`src/rtl/pcd_pkg.sv`:
```
package pcd_pkg;

  typedef enum logic [1:0] {
    PS_OFF  = 2'd0,
    PS_IDLE = 2'd1,
    PS_RUN  = 2'd2
  } pwr_st_t;

  // greatest common divisor, used to reduce the clock ratio
  function automatic int gcd_i(int a, int b);
    int x;
    int y;
    int t;
    x = a;
    y = b;
    while (y != 0) begin
      t = x % y;
      x = y;
      y = t;
    end
    return x;
  endfunction

endpackage

```
`src/rtl/pcd_edge_mon.sv`:
```
module pcd_edge_mon #(
  parameter int FRAME_CYC = 250
) (
  input  logic clk,
  input  logic rst_n,
  input  logic fsync_i,
  input  logic run_i,
  output logic rise_o,
  output logic lapse_o
);
  localparam int CW = $clog2(FRAME_CYC + 1);
  localparam logic [CW-1:0] LIM = CW'(FRAME_CYC);

  logic          fs_q;
  logic [CW-1:0] quiet_cnt;

  assign rise_o  = fsync_i & ~fs_q;
  assign lapse_o = run_i & ~rise_o & (quiet_cnt == LIM);

  always_ff @(posedge clk) begin
    if (!rst_n) begin
      fs_q      <= 1'b0;
      quiet_cnt <= '0;
    end else begin
      fs_q <= fsync_i;
      if (!run_i || rise_o)
        quiet_cnt <= '0;
      else if (quiet_cnt != LIM)
        quiet_cnt <= quiet_cnt + 1'b1;
    end
  end

  // silence counter never runs past its limit
  a_r4_cnt_bound: assert property (@(posedge clk) disable iff (!rst_n)
    quiet_cnt <= LIM);

  // a lapse only after at least one quiet cycle
  a_r4_lapse_quiet: assert property (@(posedge clk) disable iff (!rst_n)
    lapse_o |-> !fsync_i || fs_q);

endmodule

```
`src/rtl/pcd_frac_div.sv`:
```
module pcd_frac_div #(
  parameter int NUM = 16,
  parameter int DEN = 125
) (
  input  logic clk,
  input  logic rst_n,
  input  logic en_i,
  input  logic restart_i,
  output logic tick_o
);
  localparam int AW = $clog2(DEN + NUM + 1);
  localparam logic [AW-1:0] STEP = AW'(NUM);
  localparam logic [AW-1:0] MODV = AW'(DEN);

  logic [AW-1:0] acc;
  logic [AW-1:0] sum;

  assign sum = acc + STEP;

  always_ff @(posedge clk) begin
    if (!rst_n) begin
      acc    <= '0;
      tick_o <= 1'b0;
    end else if (!en_i) begin
      acc    <= '0;
      tick_o <= 1'b0;
    end else if (restart_i) begin
      acc    <= '0;
      tick_o <= 1'b1;
    end else if (sum >= MODV) begin
      acc    <= sum - MODV;
      tick_o <= 1'b1;
    end else begin
      acc    <= sum;
      tick_o <= 1'b0;
    end
  end

  // accumulator residue stays below the modulus
  a_r1_acc_range: assert property (@(posedge clk) disable iff (!rst_n)
    acc < MODV);

  // a restart always yields a tick next cycle
  a_r2_restart_tick: assert property (@(posedge clk) disable iff (!rst_n)
    (en_i && restart_i) |=> tick_o);

endmodule

```
`src/rtl/pcd_pwr_seq.sv`:
```
module pcd_pwr_seq
  import pcd_pkg::*;
#(
  parameter int GUARD = 2
) (
  input  logic    clk,
  input  logic    rst_n,
  input  logic    pwr_up_i,
  input  logic    rise_i,
  input  logic    lapse_i,
  output pwr_st_t state_o,
  output logic    active_o,
  output logic    tx_en_o
);
  localparam int GW = $clog2(GUARD + 1);
  localparam logic [GW-1:0] GLOAD = GW'(GUARD);

  pwr_st_t       st;
  pwr_st_t       st_nx;
  logic [GW-1:0] guard;
  logic          wake;

  assign wake     = pwr_up_i & rise_i & (st == PS_IDLE);
  assign active_o = pwr_up_i & (((st == PS_RUN) & ~lapse_i) | ((st == PS_IDLE) & rise_i));
  assign tx_en_o  = (st == PS_RUN) & (guard == '0);
  assign state_o  = st;

  always_comb begin
    st_nx = st;
    if (!pwr_up_i) begin
      st_nx = PS_OFF;
    end else begin
      unique case (st)
        PS_OFF:  st_nx = PS_IDLE;
        PS_IDLE: if (rise_i) st_nx = PS_RUN;
        PS_RUN:  if (lapse_i) st_nx = PS_IDLE;
        default: st_nx = PS_IDLE;
      endcase
    end
  end

  always_ff @(posedge clk) begin
    if (!rst_n) begin
      st    <= PS_IDLE;
      guard <= '0;
    end else begin
      st <= st_nx;
      if (wake)
        guard <= GLOAD;
      else if (pwr_up_i && (st == PS_RUN) && rise_i && (guard != '0))
        guard <= guard - 1'b1;
    end
  end

  // a low power-up pin forces off on the next cycle
  a_r6_off_next: assert property (@(posedge clk) disable iff (!rst_n)
    !pwr_up_i |=> st == PS_OFF);

  // a rise in standby with the pin high wakes the block
  a_r5_wake: assert property (@(posedge clk) disable iff (!rst_n)
    wake |=> st == PS_RUN);

  // transmit permission is withheld right after a wake
  a_r7_guard_after_wake: assert property (@(posedge clk) disable iff (!rst_n)
    wake |=> !tx_en_o);

endmodule

```
`src/rtl/smpclk_pwr_seq.sv`:
```
module smpclk_pwr_seq
  import pcd_pkg::*;
#(
  parameter int MCLK_KHZ  = 2000,
  parameter int FAST_KHZ  = 256,
  parameter int FRAME_KHZ = 8,
  parameter int GUARD     = 2
) (
  input  logic clk,
  input  logic rst_n,
  input  logic fsync_i,
  input  logic pwr_up_i,
  output logic ce_fast_o,
  output logic smp_stb_o,
  output logic standby_o,
  output logic powered_o,
  output logic tx_en_o
);
  localparam int G         = gcd_i(MCLK_KHZ, FAST_KHZ);
  localparam int NUM       = FAST_KHZ / G;
  localparam int DEN       = MCLK_KHZ / G;
  localparam int FRAME_CYC = MCLK_KHZ / FRAME_KHZ;

  logic    rise;
  logic    lapse;
  logic    active;
  pwr_st_t st;

  pcd_edge_mon #(.FRAME_CYC(FRAME_CYC)) u_mon (
    .clk     (clk),
    .rst_n   (rst_n),
    .fsync_i (fsync_i),
    .run_i   (st == PS_RUN),
    .rise_o  (rise),
    .lapse_o (lapse)
  );

  pcd_pwr_seq #(.GUARD(GUARD)) u_seq (
    .clk      (clk),
    .rst_n    (rst_n),
    .pwr_up_i (pwr_up_i),
    .rise_i   (rise),
    .lapse_i  (lapse),
    .state_o  (st),
    .active_o (active),
    .tx_en_o  (tx_en_o)
  );

  pcd_frac_div #(.NUM(NUM), .DEN(DEN)) u_div (
    .clk       (clk),
    .rst_n     (rst_n),
    .en_i      (active),
    .restart_i (rise),
    .tick_o    (ce_fast_o)
  );

  always_ff @(posedge clk) begin
    if (!rst_n) smp_stb_o <= 1'b0;
    else        smp_stb_o <= active & rise;
  end

  assign standby_o = (st == PS_IDLE);
  assign powered_o = (st == PS_RUN);

  // every strobe follows a detected sync rise
  a_r3_stb_after_rise: assert property (@(posedge clk) disable iff (!rst_n)
    smp_stb_o |-> $past(rise));

  // the strobe coincides with a restarted fast enable
  a_r2_stb_with_tick: assert property (@(posedge clk) disable iff (!rst_n)
    smp_stb_o |-> ce_fast_o);

  // standby and run never overlap
  a_r4_state_excl: assert property (@(posedge clk) disable iff (!rst_n)
    !(standby_o && powered_o));

  // transmit permission only while running
  a_r7_tx_in_run: assert property (@(posedge clk) disable iff (!rst_n)
    tx_en_o |-> powered_o);

endmodule

```
`config.mk`:
```
export PLATFORM = sky130hd
export DESIGN_NAME = smpclk_pwr_seq
export DESIGN_NICKNAME = d
export VERILOG_FILES = /design/src/rtl/pcd_pkg.sv /design/src/rtl/pcd_edge_mon.sv /design/src/rtl/pcd_frac_div.sv /design/src/rtl/pcd_pwr_seq.sv /design/src/rtl/smpclk_pwr_seq.sv
export SDC_FILE = /design/constraint.sdc
export NUM_CORES = 1
export LEC_CHECK = 0
export BUFFER_PORTS_ARGS = -buffer_cell sky130_fd_sc_hd__buf_2
export CORE_ASPECT_RATIO = 1.4
export CORE_MARGIN = 1
export CORE_UTILIZATION = 30
export DETAILED_ROUTE_END_ITERATION = 8
export SLEW_MARGIN = 40
export SYNTH_ARGS = -nofsm -noshare
export SYNTH_HDL_FRONTEND = slang
export SYNTH_SLANG_ARGS = --single-unit
```
`constraint.sdc`:
```
create_clock -name clk -period 2.5 [get_ports clk]
set_input_delay 0.75 -clock clk [delete_from_list [all_inputs] [get_ports clk]]
set_output_delay 0.75 -clock clk [all_outputs]
set_load 0.01 [all_outputs]
```
==> results of run 1 <==
[routing by layer]
layer  GRT usage [%]  vias to the layer above
met2            20.0                        5
li1                -                      491
met4            3.75                        0
met3            1.52                        4
met1            12.3                      450
met5               0                        -
[Yosys cell counts, types with 2 or more instances]
| cell | count | area share [%] |
|---|---|---|
| dfxtp_1 | 23 | 38 |
| nor2_1 | 10 | 3.1 |
| nand3_1 | 9 | 3.7 |
| nand2_1 | 8 | 2.5 |
| ha_1 | 7 | 7.3 |
| nor3_1 | 7 | 2.9 |
| inv_1 | 6 | 1.9 |
| a21oi_1 | 5 | 2.1 |
| xnor2_1 | 5 | 3.6 |
| a211oi_1 | 4 | 2.5 |
| mux2i_1 | 4 | 3.3 |
| nor2b_1 | 4 | 2.1 |
| xor2_1 | 4 | 2.9 |
| and2_1 | 3 | 1.6 |
| nand3b_1 | 3 | 1.9 |
| o21ai_0 | 3 | 1.2 |
| or3_1 | 3 | 1.6 |
| and3_1 | 2 | 1.0 |
| nand4b_1 | 2 | 1.5 |
| nor4_1 | 2 | 1.0 |
[where the power goes]
part           leakage, nW  switching, mW  total, mW  internal, mW
Sequential           0.186        0.00159      0.372         0.371
Clock               0.0228          0.115      0.229         0.114
Combinational        0.237         0.0149     0.0271        0.0121
[registers in the layout, indices dropped and copies added, names as in the netlist]
signal           count
u_div.acc            8
smp_stb_o            1
u_seq.state_o        2
u_mon.quiet_cnt      8
u_seq.guard          2
u_mon.fs_q           1
u_div.tick_o         1
[through the flow]
step                area, µm²  utilization, %  hold slack, ns
CTS                      1330            35.6           0.504
global placement         1280            34.3           0.469
floorplan                1200               -           0.458
finish                   1330            35.6           0.507
global route             1330            35.6           0.535
detailed placement       1280            34.3           0.491
[area by class of cell]
class / instances / area share, %
Multi-Input combinational cell: 101 / 53.3
Sequential cell: 23 / 34.6
Tap cell: 42 / 3.95
Clock buffer: 4 / 3.39
Timing Repair Buffer: 8 / 3.01
Inverter: 6 / 1.69
[worst register-to-register path, cell delays in order (launching register included)]
cell,delay [ns]
dfxtp_1,0.40
inv_1,0.08
ha_1,0.27
nor2b_1,0.18
or3_4,0.40
a2111oi_4,0.36
mux2i_1,0.25
[how the worst max path moves through the flow]
| stage | start | endpoint | slack, ns | cells after the start |
|---|---|---|---|---|
| detailed placement | u_div.acc[0]$_SDFFE_PP0P_ | u_div.acc[5]$_SDFF_PP0_ | 0.48 | 6 |
| floorplan | u_div.acc[0]$_SDFFE_PP0P_ | u_div.acc[5]$_SDFF_PP0_ | 0.68 | 6 |
| finish | u_seq.state_o[1]$_SDFFE_PN0P_ | tx_en_o | 0.43 | 3 |
| global placement | u_div.acc[0]$_SDFFE_PP0P_ | u_div.acc[5]$_SDFF_PP0_ | 0.50 | 6 |
| CTS | u_seq.state_o[1]$_SDFFE_PN0P_ | tx_en_o | 0.44 | 3 |
| global route | u_seq.state_o[1]$_SDFFE_PN0P_ | tx_en_o | 0.33 | 3 |
[cell families (layout without fill, tap and decap cells)]
kind of cell	count (synthesis)	count (layout)	share of synthesized area, %
multiplexers	5	5	4.27
flip-flops	23	23	38.3
buffers and inverters	8	18	2.60
AND/OR/NAND/NOR	62	62	29.5
XOR/XNOR	9	9	6.56
AO/OA/AOI/OAI	18	18	11.5
adder cells (fa/ha/maj)	7	7	7.29
==> run summary, run 1 <==
Outcome = finished clean
Top Metal Used = met4
Antenna violations before repair = 0
Worst Setup Start Kind = register
Synthesized net count = 143
Most frequent cells in the layout = 23 x dfxtp_1, 10 x nor2_1, 9 x nand3_1
Setup Slack @ Placement = 0.477 ns
Mapped Area = 1200 µm²
Peak Freq = 482 MHz
R2R Path End = u_div.acc[5]$_SDFF_PP0_
Area of the multi-input gates = 709 µm²
ANT cells = 0
Setup Fix Bufs, Post-CTS = 0
Predominant post-synthesis flop cell = dfxtp_1
Ys Warns = 0
WHS Path Cells = 2
DR DRC count = 0
Crit-path leading delay family = simple AND/OR/NAND/NOR gates
Slowest-stage cell, CP = nor2b_1
CTS Sinks = 23
CP max FO = 8
Clk_lat worst skew = 0.26 ns
HP Class = register to register
Max-cap violations = 0
First-pass GRT wire length = 3.83 mm
R2R cell count = 6
WP buf/inv = 1
Final Hold Viols = 0
EDFF count, synth = 0
Starting DRT DRC Count = 16
FF-to-FF Start = u_div.acc[0]$_SDFFE_PP0P_
Vias = 950
Antenna Nets Post-Route = 0
Hold_buf cts = 0
TNS Setup = 0 ns
WP data required = 1.75 ns
Netlist cell types = 38
Full die area = 4260 µm²
Async SR Flop Fraction = 0%
Die Y = 76.9 µm
Min setup slack post-route = 0.426 ns
Register area = 460 µm²
Period utilization = 82.9%
Setup Crit Path Kind = register to output port
Routability cong. = 0.776
Avg Cell Area, Syn = 9.10 µm²
Power density over the cells = 472 nW/µm²
Max clock buf depth = 2
Layout area overhead = 10.7%
WP data arrival = 1.32 ns
RSZ-0062 raised after global routing = false
Via density = 5.16
LEAKAGE = 0.446 nW
Initial core utilization = 32.1%
Worst min-delay path startpoint = u_mon.quiet_cnt[7]$_SDFFE_PP0N_
Post-CTS Resized = 0
Crit-path max cell delay = 0.42 ns
Floorplan Core Area = 3740 µm²
Share of cells above drive strength 1 = 12.7%
Most common cell after layout, fill and taps aside = dfxtp_1
DR WL met2 = 1.13 mm
Core Rows = 26
# setup viols final = 0
Worst Hold Path EP = u_mon.quiet_cnt[7]$_SDFFE_PP0N_
Syn Inst Count = 132
Final wirelength = 2.10 mm
Max transition margin = 67.4%
Grt ovf = 0
Clk root buf = clkbuf_8
Setup Skew = 0.00271 ns
Vias in the first global route = 896
GRT Util Overall = 10.8%
WL met3 = 27 µm
Fill cells = 381
Total CTS buffers = 3
Fin nets = 154
Worst setup EP type = output port
Final min period = 2.07 ns
Port bufs = 8
Non-filler instance count after layout = 184
Drt wl/cell = 11.4 µm
Maximum VDD drop = 393 µV
Met1 wire length = 912 µm
Post-DP HPWL = 1.64 mm
DR pass1 iterations = 4
Fin. max-slew vios = 0
Pin count of the biggest net entering global routing = 14
Sequential area share after synthesis = 38.3%
Yosys reg bits = 23
Worst slew pin tran = 0.486 ns
Pwr Total = 0.628 mW
FF-to-FF setup slack = 0.48 ns
# IOs = 9
CTS clk-pin slew, worst paths = 0.08 ns
Critical Path, Cell by Cell = nor2b_1 -> and2_1 -> buf_2
Die width = 55.5 µm
CTS tree = yes
Placed Instances = 180
Htree depth = 1
(Power assumes the default switching activity.)
==> run 2, diff against run 1 <==
Clock period 2.5 ns to 1.8 ns, I/O delays scaled along.
==> run 2 against run 1 <==
Compared with the run above:
- power rose by 39%
- clock power increased by 39%
- critical path depth rose by 3
- count of clock-buffer cells in the layout decreased by 1
- via count increased by 7.5%
- worst hold slack worse by 0.013 ns
- core utilization increased by 4.0 points
- global-route usage grew 2.0 points
- sequential power increased by 39%
- first-iteration DRC count is 130% higher
- clock skew is 0.0023 ns higher
- critical path type is now register to register
==> run summary, run 2 (synthesis gave the netlist of run 1 again) <==
R2R cell count = 6 (unchanged)
Design area = 1480 µm² (was 1330 µm²)
Final wirelength = 2.49 mm (was 2.10 mm)
GR Util met2 = 22.5% (was 20.0%)
Pin count of the biggest net entering global routing = 14 (unchanged)
Worst slew pin tran = 0.444 ns (was 0.486 ns)
CP max FO = 4 (was 8)
GRT Util Overall = 12.7% (was 10.8%)
Via density = 5.21 (was 5.16)
Fill cells = 359 (was 381)
Pwr Total = 0.873 mW (was 0.628 mW)
Layout area overhead = 23.1% (was 10.7%)
Final Hold Viols = 0 (unchanged)
Max transition margin = 70.3% (was 67.4%)
First-pass GRT wire length = 4.29 mm (was 3.83 mm)
Max-cap violations = 0 (unchanged)
Antenna Nets Post-Route = 0 (unchanged)
Starting DRT DRC Count = 37 (was 16)
Met1 Use GR = 13.7% (was 12.3%)
Global routing's busiest layer = met2 (unchanged)
Worst Setup Start Kind = register (unchanged)
Total CTS buffers = 3 (unchanged)
Hold_buf cts = 0 (unchanged)
Most common cell after layout, fill and taps aside = dfxtp_1 (unchanged)
M3 GR Usage = 1.85% (was 1.52%)
Placed cell area = 1370 µm² (was 1280 µm²)
WP buf/inv = 1 (unchanged)
Crit-path leading delay family = simple AND/OR/NAND/NOR gates (unchanged)
Die width = 55.5 µm (unchanged)
Worst setup EP type = register (was output port)
Post-DP HPWL = 1.89 mm (was 1.64 mm)
DR DRC count = 0 (unchanged)
Final core utilization = 39.5% (was 35.6%)
Clk_lat worst skew = 0.27 ns (was 0.26 ns)
# setup viols final = 0 (unchanged)
Full die area = 4260 µm² (unchanged)
Cell depth of the worst setup path = 6 (was 3)
Vias = 1021 (was 950)
CTS tree = yes (unchanged)
ANT cells = 0 (unchanged)
Crit-path max cell delay = 0.41 ns (was 0.42 ns)
Clk root buf = clkbuf_8 (unchanged)
Slowest-stage cell, CP = or3_4 (was nor2b_1)
Antenna violations before repair = 0 (unchanged)
Max clock buf depth = 2 (unchanged)
DR pass1 iterations = 4 (unchanged)
Fin nets = 166 (was 154)
Fin. max-slew vios = 0 (unchanged)
Most frequent cells in the layout = 19 x dfxtp_1, 12 x buf_4, 10 x nor2_1 (was 23 x dfxtp_1, 10 x nor2_1, 9 x nand3_1)
Peak Freq = 574 MHz
Share of cells above drive strength 1 = 29.9% (was 12.7%)
Outcome = finished clean (unchanged)
Period utilization = 96.7%
Largest regs = u_div.acc: 8 flops, u_mon.quiet_cnt: 8 flops (unchanged)
LEAKAGE = 0.515 nW (was 0.446 nW)
Routability cong. = 0.918 (was 0.776)
Core Rows = 26 (unchanged)
Port bufs = 8 (unchanged)
HP Class = register to register (unchanged)
Critical Path, Cell by Cell = inv_2 -> ha_4 -> nand3_2 -> or3_4 -> a2111oi_4 -> mux2i_1 (was nor2b_1 -> and2_1 -> buf_2)
CTS Sinks = 23 (unchanged)
Maximum VDD drop = 585 µV (was 393 µV)
WP data required = 1.99 ns (was 1.75 ns)
Final min period = 1.74 ns
Htree depth = 1 (unchanged)
Setup Skew = 0.00503 ns (was 0.00271 ns)
Initial core utilization = 32.1% (unchanged)
Hold WS = 0.494 ns (was 0.507 ns)
Drt wl/cell = 12.7 µm (was 11.4 µm)
Grt ovf = 0 (unchanged)
RSZ-0062 raised after global routing = true (was false)
Die Y = 76.9 µm (unchanged)
WP data arrival = 1.93 ns (was 1.32 ns)
Vias in the first global route = 1003 (was 896)
Power density over the cells = 591 nW/µm² (was 472 nW/µm²)
WHS Path Cells = 2 (unchanged)
Floorplan Core Area = 3740 µm² (unchanged)
# IOs = 9 (unchanged)
Setup Crit Path Kind = register to register (was register to output port)
CTS clk-pin slew, worst paths = 0.08 ns (about the same)
## run 2: what timing repair did
item,CTS,global route
gates resized for setup,0,17
gates cloned,0,0
pin swaps,1,2
endpoints found under the setup margin,1,8
setup buffers,0,1
## run 2: worst min-delay path, stage by stage (launching register included)
cell and delay [ns]:
dfxtp_1 0.32, o21ai_0 0.07, a21oi_1 0.06
## run 2: power breakdown
group / switching [mW] / internal, mW / total [mW]
registers: 0.00270 / 0.513 / 0.516
logic: 0.0217 / 0.0177 / 0.0394
clock network: 0.163 / 0.155 / 0.318
## run 2: through the flow
| step | worst slack (ns) | setup TNS (ns) | instances |
|---|---|---|---|
| floorplan | 0.00913 | 0 | 132 |
| global placement | 0.0710 | 0 | 191 |
| detailed placement | 0.0209 | 0 | 191 |
| CTS | 0.0427 | 0 | 195 |
| global route | -0.0150 | -0.0150 | 196 |
| finish | 0.0591 | 0 | 196 |
## run 2: worst paths after layout
path | startpoint | end | slack [ns]
setup / recovery | u_div.acc[4]$_SDFF_PP0_ | u_div.acc[5]$_SDFF_PP0_ | 0.06
hold / removal | u_mon.quiet_cnt[7]$_SDFFE_PP0N_ | u_mon.quiet_cnt[7]$_SDFFE_PP0N_ | 0.49
setup reg to reg | u_div.acc[4]$_SDFF_PP0_ | u_div.acc[5]$_SDFF_PP0_ | 0.06
hold reg to reg | u_mon.quiet_cnt[7]$_SDFFE_PP0N_ | u_mon.quiet_cnt[7]$_SDFFE_PP0N_ | 0.49
## run 2: per-layer routing
| layer | vias to the layer above | part of all wire (%) |
|---|---|---|
| met2 | 14 | 53 |
| li1 | 516 | - |
| met5 | - | 0 |
| met4 | 0 | 3.9 |
| met3 | 8 | 1.9 |
| met1 | 483 | 41 |
## run 2: final cells by class
| cell class | instances | area, µm² | area share, % |
|---|---|---|---|
| Clock buffer | 3 | 41.3 | 2.79 |
| Clock inverter | 1 | 5.00 | 0.338 |
| Inverter | 6 | 22.5 | 1.52 |
| Multi-Input combinational cell | 101 | 759 | 51.4 |
| Sequential cell | 23 | 468 | 31.6 |
| Tap cell | 42 | 52.6 | 3.55 |
| Timing Repair Buffer | 20 | 130 | 8.80 |
==> run 3, diff against run 2 <==
Settings changed: ABC_AREA from default to 1.
==> run 3 against run 2 <==
Compared with the run above:
- the run now ends with design-rule violations left
- first-iteration DRC count is 49% lower
- count of clock-buffer cells in the layout did not move
- synthesized cell count up 49%
- routed wire length down 9.7%
- setup slack better by 0.077 ns
- register-to-register slack improved by 0.28 ns
- critical path type is now register to output port
- highest routed layer unchanged
- sequential share of layout area up 0.22 points
- via count rose by 13%
==> run summary, run 3 <==
Avg Cell Area, Syn = 6.61 µm² (was 9.10 µm²)
Mapped Area = 1300 µm² (was 1200 µm²)
Slowest-stage cell, CP = dfxtp_1 (was or3_4)
Setup Skew = 0.00262 ns (was 0.00503 ns)
Routability cong. = 0.794 (was 0.918)
TNS Setup = 0 ns (unchanged)
Antenna violations before repair = 0 (unchanged)
Total CTS buffers = 3 (unchanged)
Placed Instances = 250 (was 191)
Pin count of the biggest net entering global routing = 14 (unchanged)
Clk root buf = clkbuf_8 (unchanged)
Most common cell after layout, fill and taps aside = nand2_1 (was dfxtp_1)
Max-cap violations = 0 (unchanged)
Post-synth top cells = 54 x nand2_1, 35 x inv_1, 28 x nor2_1 (was 23 x dfxtp_1, 10 x nor2_1, 9 x nand3_1)
Fin nets = 221 (was 166)
# IOs = 9 (unchanged)
Worst setup EP type = output port (was register)
Post-CTS Resized = 0 (unchanged)
Antenna Nets Post-Route = 0 (unchanged)
CP most frequent cell = inv_1
Max clock buf depth = 2 (unchanged)
Yosys top cell area share = 35.4% (was 38.3%)
Port bufs = 8 (unchanged)
Die width = 57.7 µm (was 55.5 µm)
WP buf/inv = 3 (was 1)
# setup viols final = 0 (unchanged)
Peak Freq = 601 MHz (was 574 MHz)
EDFF count, synth = 0 (unchanged)
Async SR Flop Fraction = 0% (unchanged)
Layout area overhead = 11.0% (was 23.1%)
Starting DRT DRC Count = 19 (was 37)
Netlist cell types = 20 (was 38)
Largest regs = u_div.acc: 8 flops, u_mon.quiet_cnt: 8 flops (unchanged)
Worst slew pin tran = 0.237 ns (was 0.444 ns)
Initial core utilization = 31.0% (was 32.1%)
Final min period = 1.66 ns (was 1.74 ns)
Grt ovf = 0 (unchanged)
Ys Warns = 0 (unchanged)
Core Rows = 28 (was 26)
Die Y = 80.0 µm (was 76.9 µm)
Fin. max-slew vios = 0 (unchanged)
Final core utilization = 34.4% (was 39.5%)
Vias = 1155 (was 1021)
CTS Sinks = 23 (unchanged)
CP max FO = 4 (unchanged)
Clk_lat worst skew = 0.26 ns (was 0.27 ns)
Failing checks = design-rule violations
Share of cells above drive strength 1 = 11.0% (was 29.9%)
Predominant post-synthesis flop cell = dfxtp_1 (unchanged)
Syn Inst Count = 197 (was 132)
Period utilization = 92.4% (was 96.7%)
Most frequent cells in the layout = 54 x nand2_1, 35 x inv_1, 28 x nor2_1 (was 19 x dfxtp_1, 12 x buf_4, 10 x nor2_1)
Min setup slack post-route = 0.136 ns (was 0.0591 ns)
Yosys top cell by area = dfxtp_1 (unchanged)
Sequential area share after synthesis = 35.4% (was 38.3%)
Via density = 4.55 (was 5.21)
CTS clk-pin slew, worst paths = 0.08 ns (about the same)
Most common cell in the netlist = nand2_1 (was dfxtp_1)
HP Class = register to register (unchanged)
Vias in the first global route = 1100 (was 1003)
DR pass1 iterations = 6 (was 4)
Met1 wire length = 948 µm (was 1.03 mm)
Floorplan Core Area = 4200 µm² (was 3740 µm²)
Setup Crit Path Kind = register to output port (was register to register)
Top Metal Used = met4 (unchanged)
Max transition margin = 84.1% (was 70.3%)
Crit-path max cell delay = 0.33 ns (was 0.41 ns)
Non-filler instance count after layout = 254 (was 196)
RSZ-0062 raised after global routing = false (was true)
WL met3 = 40 µm (was 47 µm)
WP data arrival = 1.12 ns (was 1.93 ns)
DR WL met2 = 1.22 mm (was 1.31 mm)
WP data required = 1.26 ns (was 1.99 ns)
Drt wl/cell = 8.83 µm (was 12.7 µm)
Crit-path leading delay family = flip-flops (was simple AND/OR/NAND/NOR gates)
Synthesized net count = 208 (was 143)
Outcome = complete, but fails checks (was finished clean)
LEAKAGE = 0.661 nW (was 0.515 nW)
DR DRC count = 1 (was 0)
Yosys reg bits = 23 (unchanged)
Full die area = 4610 µm² (was 4260 µm²)
Hold_buf cts = 0 (unchanged)
GRT Util Overall = 11.3% (was 12.7%)
Worst Setup Start Kind = register (unchanged)
Post-DP HPWL = 1.85 mm (was 1.89 mm)
Power density over the cells = 603 nW/µm² (was 591 nW/µm²)
Htree depth = 1 (unchanged)
Final Hold Viols = 0 (unchanged)
Setup Fix Bufs, Post-CTS = 0 (unchanged)
Largest cells by area after synthesis = dfxtp_1 35%, nand2_1 16%, inv_1 10% (was dfxtp_1 38%, ha_1 7.3%, nand3_1 3.8%)
First-pass GRT wire length = 4.16 mm (was 4.29 mm)
Critical Path, Cell by Cell = inv_1 -> ha_1 -> inv_1 -> nor2_1 -> buf_2 (was inv_2 -> ha_4 -> nand3_2 -> or3_4 -> a2111oi_4 -> mux2i_1)
Final wirelength = 2.24 mm (was 2.49 mm)
CTS tree = yes (unchanged)
Maximum VDD drop = 482 µV (was 585 µV)
Setup Slack @ Placement = 0.323 ns (was 0.0209 ns)
ANT cells = 0 (unchanged)
[run 3: stage by stage]
| stage | hold slack [ns] | cell area, µm² | total power, mW |
|---|---|---|---|
| 6_report | 0.463 | 1450 | 0.871 |
| 5_1_grt | 0.468 | 1450 | 0.919 |
| 4_1_cts | 0.466 | 1450 | 0.889 |
| 3_5_place_dp | 0.461 | 1400 | 0.576 |
| 3_3_place_gp | 0.447 | 1400 | 0.575 |
| 2_1_floorplan | 0.436 | 1300 | 0.561 |
[run 3: worst reg2reg max path, cell delays in order (launching register included)]
cell     delay, ns
dfxtp_1       0.37
inv_1         0.12
ha_1          0.32
inv_1         0.11
nand3_1       0.11
nor2_1        0.11
nand2_1       0.06
nand2_1       0.08
nand2_1       0.05
nor2_1        0.08
[run 3: worst paths after layout]
kind | slack (ns) | startpoint | end | cells past startpoint
min reg2reg | 0.46 | u_seq.guard[0]$_SDFFE_PP0P_ | u_seq.guard[0]$_SDFFE_PP0P_ | 2
max reg2reg | 0.34 | u_div.acc[4]$_SDFF_PP0_ | u_div.acc[7]$_SDFF_PP0_ | 9
max | 0.14 | u_seq.guard[0]$_SDFFE_PP0P_ | tx_en_o | 5
min | 0.46 | u_seq.guard[0]$_SDFFE_PP0P_ | u_seq.guard[0]$_SDFFE_PP0P_ | 2
[run 3: cell type report]
class	count	area (µm²)
clock buffers	3	41.3
flip-flops and latches	23	460
well taps	45	56.3
fillers	484	2760
clock inverters	1	5.00
multi-input cells	136	699
inverters	38	143
repair buffers	8	40.0
[run 3: where the power goes]
part / switching [mW] / internal [mW] / total (mW)
Sequential: 0.00256 / 0.515 / 0.517
Combinational: 0.0299 / 0.0155 / 0.0454
Clock: 0.154 / 0.154 / 0.308
Total: 0.187 / 0.684 / 0.871
[run 3: cells by family (layout without fill, tap and decap cells)]
family	Yosys count	in the layout	synth area share, %
and+or+nand+nor	115	115	40.7
buffers and inverters	38	50	11.0
DFF	23	23	35.4
AOI/OAI and AO/OA	11	11	4.23
adders and majority gates	7	7	6.72
xor gates and xnor gates	3	3	2.02
[run 3: routing by layer]
metal	vias up	global-route usage, %
met1	516	11.3
met3	4	1.62
li1	625	-
met2	10	22.3
met4	0	5.00
met5	-	0
